===== src/rtl/psu_pkg.sv =====
package psu_pkg;
  localparam int unsigned PSU_XLEN  = 64;
  localparam int unsigned PSU_SIZEW = 2;
  localparam int unsigned PSU_SHW   = 2;

  typedef enum logic [PSU_SIZEW-1:0] {
    SZ_BYTE = 2'd0,
    SZ_HALF = 2'd1,
    SZ_WORD = 2'd2,
    SZ_DBL  = 2'd3
  } psu_size_e;
endpackage


===== src/rtl/psu_ea_calc.sv =====
module psu_ea_calc #(
  parameter int unsigned XLEN = psu_pkg::PSU_XLEN,
  parameter int unsigned SHW  = psu_pkg::PSU_SHW
) (
  input  logic [XLEN-1:0] base_i,
  input  logic [XLEN-1:0] index_i,
  input  logic [SHW-1:0]  shift_i,
  output logic [XLEN-1:0] ea_o
);
  function automatic logic [XLEN-1:0] scaled_sum(
    input logic [XLEN-1:0] b,
    input logic [XLEN-1:0] x,
    input logic [SHW-1:0]  s
  );
    return b + (x << (s + 1));
  endfunction

  assign ea_o = scaled_sum(base_i, index_i, shift_i);
endmodule


===== src/rtl/psu_lane_pack.sv =====
module psu_lane_pack #(
  parameter int unsigned XLEN  = psu_pkg::PSU_XLEN,
  parameter int unsigned SIZEW = psu_pkg::PSU_SIZEW
) (
  input  logic [SIZEW-1:0]                 size_i,
  input  logic [$clog2(XLEN/8)-1:0]        off_i,
  input  logic [XLEN-1:0]                  src_i,
  output logic [XLEN/8-1:0]                strb_o,
  output logic [XLEN-1:0]                  data_o
);
  localparam int unsigned LANES = XLEN / 8;
  localparam int unsigned OFSW  = $clog2(LANES);

  function automatic int unsigned size_bytes(input logic [SIZEW-1:0] sz);
    case (psu_pkg::psu_size_e'(sz))
      psu_pkg::SZ_BYTE: return 1;
      psu_pkg::SZ_HALF: return 2;
      psu_pkg::SZ_WORD: return 4;
      default:          return 8;
    endcase
  endfunction

  logic [LANES-1:0] lane_keep;
  logic [XLEN-1:0]  bit_keep;
  int unsigned      nbytes;

  assign nbytes = size_bytes(size_i);

  for (genvar l = 0; l < LANES; l++) begin : g_lane
    assign lane_keep[l]       = (l < nbytes);
    assign bit_keep[l*8 +: 8] = {8{lane_keep[l]}};
  end

  logic [OFSW+2:0] bit_shift;
  assign bit_shift = {off_i, 3'b000};

  assign strb_o = lane_keep << off_i;
  assign data_o = (src_i & bit_keep) << bit_shift;
endmodule


===== src/rtl/psu_ctrl.sv =====
module psu_ctrl (
  input  logic clk,
  input  logic rst_n,
  input  logic req_valid,
  input  logic mem_ready,
  output logic busy_o,
  output logic accept_o,
  output logic done_o
);
  logic busy_q;

  assign accept_o = req_valid && !busy_q;
  assign done_o   = busy_q && mem_ready;
  assign busy_o   = busy_q;

  always_ff @(posedge clk or negedge rst_n) begin
    if (!rst_n)        busy_q <= 1'b0;
    else if (accept_o) busy_q <= 1'b1;
    else if (done_o)   busy_q <= 1'b0;
  end
endmodule


===== src/rtl/postinc_store_unit.sv =====
module postinc_store_unit #(
  parameter int unsigned XLEN  = psu_pkg::PSU_XLEN,
  parameter int unsigned SIZEW = psu_pkg::PSU_SIZEW,
  parameter int unsigned SHW   = psu_pkg::PSU_SHW
) (
  input  logic              clk,
  input  logic              rst_n,
  input  logic              req_valid,
  output logic              req_ready,
  input  logic [SIZEW-1:0]  req_size,
  input  logic [SHW-1:0]    req_shift,
  input  logic [XLEN-1:0]   req_base,
  input  logic [XLEN-1:0]   req_index,
  input  logic [XLEN-1:0]   req_src,
  output logic              mem_valid,
  input  logic              mem_ready,
  output logic [XLEN-1:0]   mem_addr,
  output logic [XLEN-1:0]   mem_data,
  output logic [XLEN/8-1:0] mem_strb,
  output logic              wb_valid,
  output logic [XLEN-1:0]   wb_value
);
  localparam int unsigned LANES = XLEN / 8;
  localparam int unsigned OFSW  = $clog2(LANES);

  logic             busy;
  logic             accept_evt;
  logic             done_evt;
  logic [XLEN-1:0]  ea_next;
  logic [LANES-1:0] strb_next;
  logic [XLEN-1:0]  data_next;

  logic [XLEN-1:0]  addr_q, data_q, ea_q;
  logic [LANES-1:0] strb_q;

  psu_ctrl u_ctrl (
    .clk       (clk),
    .rst_n     (rst_n),
    .req_valid (req_valid),
    .mem_ready (mem_ready),
    .busy_o    (busy),
    .accept_o  (accept_evt),
    .done_o    (done_evt)
  );

  psu_ea_calc #(.XLEN(XLEN), .SHW(SHW)) u_ea (
    .base_i  (req_base),
    .index_i (req_index),
    .shift_i (req_shift),
    .ea_o    (ea_next)
  );

  psu_lane_pack #(.XLEN(XLEN), .SIZEW(SIZEW)) u_pack (
    .size_i (req_size),
    .off_i  (req_base[OFSW-1:0]),
    .src_i  (req_src),
    .strb_o (strb_next),
    .data_o (data_next)
  );

  always_ff @(posedge clk or negedge rst_n) begin
    if (!rst_n) begin
      addr_q <= '0;
      data_q <= '0;
      strb_q <= '0;
      ea_q   <= '0;
    end else if (accept_evt) begin
      addr_q <= req_base;
      data_q <= data_next;
      strb_q <= strb_next;
      ea_q   <= ea_next;
    end
  end

  assign req_ready = !busy;
  assign mem_valid = busy;
  assign mem_addr  = addr_q;
  assign mem_data  = data_q;
  assign mem_strb  = strb_q;
  assign wb_valid  = done_evt;
  assign wb_value  = ea_q;
endmodule


===== config.mk =====
export PLATFORM = sky130hd
export DESIGN_NAME = postinc_store_unit
export DESIGN_NICKNAME = d
export VERILOG_FILES = /design/src/rtl/psu_pkg.sv /design/src/rtl/psu_ea_calc.sv /design/src/rtl/psu_lane_pack.sv /design/src/rtl/psu_ctrl.sv /design/src/rtl/postinc_store_unit.sv
export SDC_FILE = /design/constraint.sdc
export NUM_CORES = 1
export LEC_CHECK = 0
export ABC_AREA = 0
export BUFFER_PORTS_ARGS = -buffer_cell sky130_fd_sc_hd__clkbuf_2
export CORE_UTILIZATION = 40
export CTS_BUF_LIST = sky130_fd_sc_hd__clkbuf_4 sky130_fd_sc_hd__clkbuf_8
export DETAILED_ROUTE_END_ITERATION = 8
export GPL_TIMING_DRIVEN = 0
export PLACE_DENSITY = 0.7
export SYNTH_ARGS = -nofsm -noshare
export SYNTH_HDL_FRONTEND = slang
export SYNTH_SLANG_ARGS = --single-unit

===== constraint.sdc =====
create_clock -name clk -period 3.3 [get_ports clk]
set_input_delay 0.495 -clock clk [delete_from_list [all_inputs] [get_ports clk]]
set_output_delay 0.495 -clock clk [all_outputs]
set_load 0.05 [all_outputs]

==> metrics.cfg, run 1 <==
[finish]
mostFrequentLayoutCell = clkbuf_2
final_area_mm2 = 0.0209
fillers = 3352
post-route-util_pct = 56.8
area_growth_pct = 39.1
layout_common_cells = clkbuf_2 (401), nand2_1 (396), dfrtp_1 (201)
final_nets = 2540
drive_gt1_share_pct = 38.1

[routing]
routedWlPerCell_um = 23.3
via_per_inst = 5.90
final_antenna_net_count = 0
drt_iter0_markers = 1228
dr.pass1.iters = 7
via_count = 16400
drc_errors = 0
routed_wl_um = 64800

[synth]
synth-seq-cells = 201
synthMuxAreaShare_pct = 14.0
yosys.cell_types.count = 80
synthFlopType = dfrtp_1
yosys.area_share.simple_pct = 18.5
synth_top_family_by_area = compound AO/OA/AOI/OAI gates
yosysWarnings = 0
syn_inst = 1769
synth_adder_area_share_pct = 5.47
mappedNetlistArea_mm2 = 0.0150
synth_compound_area_share_pct = 21.8
yosysSeqAreaShare_pct = 33.5
synth_edf_count = 0
async_reset_ff_share_pct = 100
syn_area_per_cell_um2 = 8.49
synthXorXnorAreaFrac_pct = 2.92
syn_nets = 2034

[run_status]
status = finished with violations
violations = negative setup slack

[critical_path]
r2r-end = mem_addr[17]
cp-start-kind = primary input
crit_path_end_kind = flip-flop
crit_family = compound AO/OA/AOI/OAI gates
cp-startpoint = req_shift[0]
r2r-start = u_ctrl.busy_o
critPathMaxStageDelay_ns = 0.41
r2r_slack_ns = 0.07
setup.worst_path.end = wb_value[34]
worstSetupPathType = primary input to flip-flop
r2r_cells = 8
critPathBufInv = 5
crit_arrival_ns = 4.04
path_cells = clkbuf_16 -> clkbuf_16 -> buf_12 -> buf_12 -> mux2i_4 -> a211oi_2 -> o21bai_4 -> ha_4 -> a2111oi_4 -> o21ai_4 -> nand4_1 -> nand4_4 -> a211o_4 -> buf_6 -> a31oi_4 -> o21ai_2 -> xnor2_1 -> o21ai_1
cp.required_ns = 3.78
cp_num_cells = 18
crit_slowest_cell = a2111oi_4
crit_fanout = 10

[power_and_ir_drop]
powerDensity_mw_per_mm2 = 679
peakVddDrop_mv = 0.516
leakagePower_uw = 0.00969

[floorplanning]
io_pins = 403
dieArea_mm2 = 0.0383
fp-row-count = 70
core-area_mm2 = 0.0368
die_w_um = 196
initial_core_util_pct = 40.8
die_h_um = 196

[timing]
setup-violations-final = 35
grt_setup_unrepaired = yes
fin_ws_ns = -0.257
min_period_over_period_pct = 108
min_period_ns = 3.56
maxSlewViolCount = 0
hold_viol = 0
max_slew_margin_pct = 25.1
finalSetupTns_ns = -4.62
finClkSkew_ns = 0.0365
worst_slew_pin_slew_ns = 1.12
max_freq_mhz = 281

[placed_design]
placed_area_mm2 = 0.0183
port_buffers = 401
gp_congestion = 0.940
place_hpwl_um = 50000

[worst_hold_path]
min_path_type = primary input to flip-flop

[cts]
cts.path.max_buffers = 3
cts_buffers = 39
cts_tree = yes
insertion_delay_ns = 0.61
cts_sinks = 201
root_buffer = clkbuf_8
ctsHtreeMaxLevel = 2
clk_pin_slew_ns = 0.06

[global_route]
grt_pass1_vias = 16100
grt_first_pass_wirelength_um = 95300
grt.total_usage_pct = 32.7
antenna_found_initial = 8
overflow = 0
grt_max_degree = 86

[flow_run]
drv_cap = 0

-- metal layers --
metal / global-route usage [%] / vias up / share of wire, %
li1: - / 7426 / -
met2: 55.6 / 821 / 48
met5: 0 / - / 0.097
met1: 40.3 / 7958 / 40
met4: 13.3 / 10 / 4.0
met3: 6.96 / 160 / 7.8
-- logic make-up after synthesis --
logic type | after synthesis
buffers and inverters | 146
AO/OA/AOI/OAI | 506
XOR/XNOR | 50
adder cells (fa/ha/maj) | 65
AND/OR/NAND/NOR | 654
multiplexers | 147
flip-flops | 201
-- tightest hold or removal path, stage by stage --
cell and delay (ns):
clkbuf_2 0.10, nand2_1 0.05, nand2_1 0.05
-- synth_stat cells (all sizes together) (20+ instances only) --
master  number  share of area [%]
nand2      406                 10
dfrtp      201                 33
o21ai      169                5.7
a21oi      125                4.3
nor2       108                2.7
clkbuf     102                2.6
mux2        78                5.8
ha          64                5.3
mux4        43                6.4
nand3       41                1.4
a22o        32                1.9
xnor2       31                1.8
nor3        29                1.0
a21o        28                1.4
buf         27               0.78
mux2i       26                1.7
nand4       20               0.97
-- worst min-delay path by stage --
stage / start / end / slack (ns) / cells past startpoint
after floorplan: rst_n / mem_addr[0] / 0.20 / 0
after global placement: mem_addr[10] / mem_addr[10] / 0.46 / 2
after detailed placement: rst_n / mem_data[3] / 0.46 / 1
after CTS: req_base[43] / mem_addr[43] / 0.08 / 3
after global routing: req_base[46] / mem_addr[46] / 0.11 / 3
final: req_base[43] / mem_addr[43] / 0.11 / 3
-- metrics by stage --
stage | cells | power (uW) | hold WS, ns | setup WS [ns]
final | 2776 | 14200 | 0.111 | -0.257
after global routing | 2774 | 14800 | 0.108 | -0.275
after CTS | 2751 | 13900 | 0.0751 | -0.224
after detailed placement | 2642 | 10400 | 0.462 | -1.61
after global placement | 2638 | 10300 | 0.459 | -2.29
after floorplan | 1769 | 8440 | 0.199 | -0.519
-- flip-flops by register name, summed over array words and instances (netlist names) --
register       flops
mem_addr          64
mem_data          64
mem_strb           8
u_ctrl.busy_o      1
wb_value          64
-- report_power, final --
part           internal, uW  leakage (uW)  switching, uW  total, uW
sequential             3130       0.00254            440       3570
clock                  1780      0.000475           1230       3010
combinational          2330       0.00668           5270       7600
total                  7240       0.00969           6940      14200
-- what timing repair did --
action | 4_1_cts | 5_1_grt
pin swaps | 45 | 59
hold buffers | 1 | 0
endpoints found under the setup margin | 119 | 114
setup buffers | 40 | 29
hold endpoints to repair | 42 | 0
cloned | 3 | 1
resized for setup | 143 | 125
-- area by class of cell --
cell class                      count  area (um^2)  area share [%]
Antenna cell                        3         7.51          0.0359
Multi-Input combinational cell   1422        10800            51.5
Buffer                            116          773            3.70
Tap cell                          468          586            2.80
Timing Repair Buffer              478         2740            13.1
Sequential cell                   201         5030            24.1
Inverter                           17         66.3           0.317
Clock inverter                     18          229            1.10
Clock buffer                       53          698            3.34
Power figures use the tool's default switching activity.
==> inputs of run 2 (changes only) <==
Settings changed: PLACE_DENSITY 0.7 to 0.65.
==> run 2 against run 1 <==
Net effect: the run still ends with negative setup slack left; first-iteration DRC count up 2.7%; maximum frequency decreased by 0.36%; flip-flop and latch count unchanged; critical path depth down 4.
==> metrics.cfg, run 2 (synthesis gave the netlist of run 1 again) <==
[finish]
area_growth_pct = 38.1
final_area_mm2 = 0.0207  ; -0.70%
final_nets = 2546  ; +0.24%
layout_common_cells = clkbuf_2 (401), nand2_1 (399), dfrtp_1 (201)
fillers = 3351  ; -0.030%
final_cells = 2779  ; +0.11%
mostFrequentLayoutCell = clkbuf_2
drive_gt1_share_pct = 37.8  ; -0.28 points

[critical_path]
crit_arrival_ns = 4.12  ; +0.08 ns
critPathBufInv = 4  ; -1
cp.required_ns = 3.85  ; +0.07 ns
cp-start-kind = primary input
crit_slowest_cell = mux4_2
crit_family = simple AND/OR/NAND/NOR gates
path_cells = clkbuf_16 -> clkbuf_16 -> clkbuf_16 -> mux2_4 -> mux4_2 -> ha_4 -> buf_6 -> nand4_1 -> or2_4 -> or4_4 -> o21bai_4 -> a221oi_4 -> or4_1 -> nand3_1
worstSetupPathType = primary input to flip-flop
crit_fanout = 10  ; unchanged
crit_path_end_kind = flip-flop
critPathMaxStageDelay_ns = 0.53  ; +0.12 ns
critPathMostFrequentCell = clkbuf_16

[timing]
hold_viol = 0  ; unchanged
fin_ws_ns = -0.270  ; -0.0130 ns
min_period_ns = 3.57  ; +0.0130 ns
finClkSkew_ns = 0.0365  ; +0.00000630 ns
min_period_over_period_pct = 108  ; +0.39 points
max_slew_margin_pct = 23.2  ; -1.9 points
setup-violations-final = 34  ; -2.9%
maxSlewViolCount = 0  ; unchanged
grt_setup_unrepaired = yes
worst_slew_pin_slew_ns = 1.15  ; +0.0280 ns
max_freq_mhz = 280  ; -0.36%

[placed_design]
place_inst = 2641  ; -0.038%
placed_area_mm2 = 0.0183  ; about the same
port_buffers = 401  ; unchanged
gp_congestion = 0.982  ; +4.4%
place_hpwl_um = 51300  ; +2.5%

[floorplanning]
initial_core_util_pct = 40.8  ; unchanged
io_pins = 403  ; unchanged
dieArea_mm2 = 0.0383  ; unchanged
die_w_um = 196  ; unchanged
core-area_mm2 = 0.0368  ; unchanged
die_h_um = 196  ; unchanged
fp-row-count = 70  ; unchanged

[routing]
via_count = 16600  ; +1.5%
via_per_inst = 5.98  ; +1.4%
routedWlPerCell_um = 23.7  ; +1.6%
drc_errors = 0  ; unchanged
drt_iter0_markers = 1261  ; +2.7%
dr.pass1.iters = 8  ; +1
final_antenna_net_count = 0  ; unchanged
routed_wl_um = 65900  ; +1.7%

[cts]
cts_sinks = 201  ; unchanged
cts.path.max_buffers = 3  ; unchanged
insertion_delay_ns = 0.62  ; about the same
ctsHtreeMaxLevel = 2  ; unchanged
cts_tree = yes
root_buffer = clkbuf_8
cts_buffers = 38  ; -2.6%
clk_pin_slew_ns = 0.06  ; about the same

[power_and_ir_drop]
leakagePower_uw = 0.00970  ; about the same
peakVddDrop_mv = 0.486  ; -6.0%
powerDensity_mw_per_mm2 = 677  ; -0.31%

[global_route]
antenna_found_initial = 4  ; -4
overflow = 0  ; unchanged
grt_max_degree = 77  ; -10%
grt_pass1_vias = 16000  ; -0.60%
grt_first_pass_wirelength_um = 96800  ; +1.6%
grt.total_usage_pct = 33.4  ; +0.76 points

[run_status]
violations = negative setup slack
status = finished with violations

[worst_hold_path]
min_path_type = primary input to flip-flop

[flow_run]
drv_cap = 0  ; unchanged

-- run 2: cell count changes in the layout (fill, tap and decap cells not counted), sizes merged --
cell      before  now
bufinv         5    3
buf          103  104
clkinv         9   11
clkinvlp       4    0
diode          3    2
clkbuf       543  550
-- run 2: tightest hold or removal path, stage by stage --
cell      delay [ns]
clkbuf_2        0.10
nand2_1         0.05
nand2_1         0.05
-- run 2: metal layers --
metal / share of wire, % / wire [um] / track usage [%] / vias to the layer above
li1: - / - / - / 7461
met1: 42 / 27600 / 44.0 / 8198
met2: 47 / 30700 / 54.4 / 823
met3: 7.8 / 5120 / 5.72 / 139
met4: 3.7 / 2420 / 13.9 / 4
met5: 0.042 / 28 / 0 / -
-- run 2: final timing paths --
kind | from | to | slack (ns) | cells after the start
max reg2reg | u_ctrl.busy_o | wb_value[11] | 0.39 | 7
min reg2reg | mem_addr[39] | mem_addr[39] | 0.48 | 2
min | req_base[61] | mem_addr[61] | 0.10 | 3
max | req_shift[0] | wb_value[62] | -0.27 | 14
max in group asynchronous | rst_n | mem_addr[13] | 1.74 | 4
min in group asynchronous | rst_n | mem_addr[50] | 0.40 | 2
-- run 2: final cells by class --
type                    count  area, um^2  share of cell area, %
diodes                      2        5.00                 0.0241
plain buffers             121         831                   4.01
clock buffers              54         706                   3.40
clock inverters            14         153                  0.736
inverters                  17        65.1                  0.314
multi-input cells        1422       10600                   51.3
flip-flops and latches    201        5030                   24.2
well taps                 468         586                   2.82
repair buffers            480        2740                   13.2
-- run 2: power breakdown --
part | internal (uW) | switching (uW) | total (uW) | leakage, uW
sequential | 3130 | 486 | 3610 | 0.00254
combinational | 2330 | 5260 | 7590 | 0.00670
clock | 1620 | 1210 | 2830 | 0.000459
total | 7080 | 6950 | 14000 | 0.00970
-- run 2: through the flow --
step	utilization, %	total power, uW	setup slack [ns]	hold WS, ns	setup TNS (ns)
after floorplan	-	8440	-0.519	0.199	-12.29
after global placement	49.4	10400	-2.30	0.458	-538.09
after detailed placement	49.6	10400	-1.56	0.463	-83.99
after CTS	54.8	13700	-0.301	0.0667	-2.79
after global routing	56.4	14600	-0.310	0.102	-7.09
final	56.4	14000	-0.270	0.102	-3.62
-- run 2: what timing repair did --
item | CTS | global route
pin swaps | 35 | 52
buffers inserted | 44 | 28
endpoints found under the hold margin | 52 | 0
endpoints found under the setup margin | 119 | 61
hold buffers | 1 | 0
gates resized for setup | 156 | 87
gates cloned | 3 | 0
==> inputs of run 3 (changes only) <==
Settings changed: BUFFER_PORTS_ARGS -buffer_cell sky130_fd_sc_hd__clkbuf_2 to default, DONT_BUFFER_PORTS from default to 1, PLACE_DENSITY 0.65 to 0.56.
==> run 3 against run 2 <==
Net effect: via count shrank 9.7%; die area is the same; cell area shrank 5.6%; largest cell class unchanged; core utilization shrank 3.2 points; register-to-register slack lost 0.19 ns; worst setup slack gained 0.10 ns; the run ends with negative hold slack, negative setup slack left; flip-flop and latch count is the same; total power shrank 6.7%.
==> metrics.cfg, run 3 (synthesis gave the netlist of run 1 again) <==
[run_status]
status = finished with violations
violations = negative hold slack, negative setup slack

[routing]
routedWlPerCell_um = 25.3  ; +6.8%
drc_errors = 0  ; unchanged
dr.pass1.iters = 5  ; -3
routed_wl_um = 62100  ; -5.7%
via_count = 15000  ; -9.7%
final_antenna_net_count = 0  ; unchanged
drt_iter0_markers = 1238  ; -1.8%
via_per_inst = 6.12  ; +2.2%

[critical_path]
r2r-start = u_ctrl.busy_o
worstSetupPathType = primary input to flip-flop
r2r_slack_ns = 0.20  ; -0.19 ns
cp.required_ns = 3.77  ; -0.08 ns
critPathMostFrequentCell = clkbuf_16
cp-start-kind = primary input
crit_path_end_kind = flip-flop
crit_arrival_ns = 3.94  ; -0.18 ns
critPathMaxStageDelay_ns = 0.52  ; about the same
path_cells = clkbuf_16 -> buf_8 -> clkbuf_16 -> mux2_4 -> mux4_2 -> ha_4 -> a21oi_4 -> o211ai_1 -> a21oi_2 -> o32ai_4 -> nor2_4 -> o21bai_4 -> a221oi_4 -> buf_6 -> xor2_2 -> o21ai_1
crit_fanout = 6  ; -4
r2r-end = wb_value[11]
crit_slowest_cell = mux4_2
r2r_cells = 8  ; +1

[global_route]
met1_usage_pct = 41.6  ; -2.4 points
grt_max_degree = 202  ; +160%
overflow = 0  ; unchanged
met3_usage_pct = 8.13  ; +2.4 points
antenna_found_initial = 1  ; -3
grt_pass1_vias = 14600  ; -8.2%
grt_first_pass_wirelength_um = 90900  ; -6.1%
grt.total_usage_pct = 31.3  ; -2.1 points
busiest_layer = met2
met2_usage_pct = 49.0  ; -5.4 points

[cts]
cts_sinks = 201  ; unchanged
clk_pin_slew_ns = 0.06  ; about the same
cts_tree = yes
cts_hold_buf = 68  ; +67
insertion_delay_ns = 0.61  ; about the same
root_buffer = clkbuf_8
cts_buffers = 39  ; +2.6%
ctsHtreeMaxLevel = 2  ; unchanged
cts.path.max_buffers = 3  ; unchanged

[timing]
grt_setup_unrepaired = yes
setup-violations-final = 21  ; -38%
maxSlewViolCount = 0  ; unchanged
fin_ws_ns = -0.169  ; +0.101 ns
min_period_over_period_pct = 105  ; -3.1 points
max_freq_mhz = 288  ; +2.9%
max_slew_margin_pct = 16.4  ; -6.8 points
hold_ws_ns = -0.415  ; -0.518 ns
min_period_ns = 3.47  ; -0.101 ns
finClkSkew_ns = 0.0140  ; -0.0226 ns
hold_viol = 201  ; +201
worst_slew_pin_slew_ns = 1.25  ; +0.107 ns

[worst_hold_path]
min_path_type = primary input to asynchronous set/reset pin

[floorplanning]
die_h_um = 196  ; unchanged
initial_core_util_pct = 40.8  ; unchanged
fp-row-count = 70  ; unchanged
die_w_um = 196  ; unchanged
core-area_mm2 = 0.0368  ; unchanged
dieArea_mm2 = 0.0383  ; unchanged
io_pins = 403  ; unchanged

[power_and_ir_drop]
powerDensity_mw_per_mm2 = 669  ; -1.2%
leakagePower_uw = 0.00833  ; -14%
peakVddDrop_mv = 0.392  ; -19%

[finish]
area_growth_pct = 30.4
layout_common_cells = nand2_1 (394), dfrtp_1 (200), o21ai_0 (117)
mostFrequentLayoutCell = nand2_1
final_nets = 2226  ; -13%
drive_gt1_share_pct = 25.1  ; -13 points
fillers = 3449  ; +2.9%
final_cells = 2454  ; -12%

[flow_run]
drv_cap = 0  ; unchanged

[placed_design]
gp_congestion = 0.968  ; -1.4%
port_buffers = 0  ; -100%
dp_worst_setup_slack_ns = -1.65  ; -0.0902 ns
place_hpwl_um = 46300  ; -9.7%
place_inst = 2238  ; -15%

run 3: cell count changes in the layout (fill, tap and decap cells not counted), moves of 4 or more:
cell           delta
clkbuf_1          -5
clkinv_2          -5
ha_1              -4
nand2_2           +4
a21oi_1           -4
nand2_1           -5
dlygate4sd3_1    +67
clkbuf_2        -394
buf_6            +15
ha_4              +7
o21ai_1           +5
run 3: how the worst max path moves through the flow:
stage	start	to	depth (start not counted)
2_1_floorplan	req_shift[0]	wb_value[62]	14
3_3_place_gp	req_shift[0]	wb_value[58]	16
3_5_place_dp	req_shift[0]	wb_value[58]	16
4_1_cts	req_shift[0]	wb_value[62]	15
5_1_grt	req_shift[0]	wb_value[62]	14
6_report	req_shift[0]	wb_value[58]	16
run 3: routing by layer:
metal  up-vias  wire length, um
li1       6799                -
met2       715            27800
met4         0             2190
met3       133             5900
met1      7360            26200
met5         -                0
run 3: metrics by stage:
| step | utilization (%) | power, uW | setup TNS [ns] | instance area (um^2) |
|---|---|---|---|---|
| floorplan | - | 8440 | -12.29 | 15600 |
| global placement | 43.9 | 9480 | -140.18 | 16200 |
| detailed placement | 44.0 | 9530 | -147.87 | 16200 |
| CTS | 50.8 | 12700 | -0.979 | 18700 |
| global route | 53.2 | 13600 | -3.47 | 19600 |
| finish | 53.2 | 13100 | -1.55 | 19600 |
run 3: power breakdown:
group          switching (uW)  total [uW]  internal [uW]
Combinational            2410        4340           1940
Sequential               3030        6110           3080
Clock                    1180        2640           1470
Total                    6610       13100           6480
run 3: layout make-up:
type	instances	area, um^2	area share [%]
Clock buffer	56	714	3.65
Buffer	118	807	4.12
Tap cell	468	586	2.99
Inverter	17	66.3	0.339
Timing Repair Buffer	162	1520	7.76
Antenna cell	2	5.00	0.0256
Clock inverter	8	72.6	0.371
Multi-Input combinational cell	1422	10800	55.1
Sequential cell	201	5030	25.7
run 3: repair_timing:
action                                  4_1_cts  5_1_grt
setup buffers                                42       45
endpoints found under the setup margin      190       36
resized for setup                           163      130
hold endpoints to repair                    277      201
cloned                                        3        3
pin swaps                                    52       60
run 3: critical path: cells and delay by family:
family,cells,cell delay (ns)
AO/OA/AOI/OAI,7,1.29
multiplexers,2,0.83
XOR/XNOR,1,0.14
buffers and inverters,4,0.59
AND/OR/NAND/NOR,1,0.28
adder cells (fa/ha/maj),1,0.28
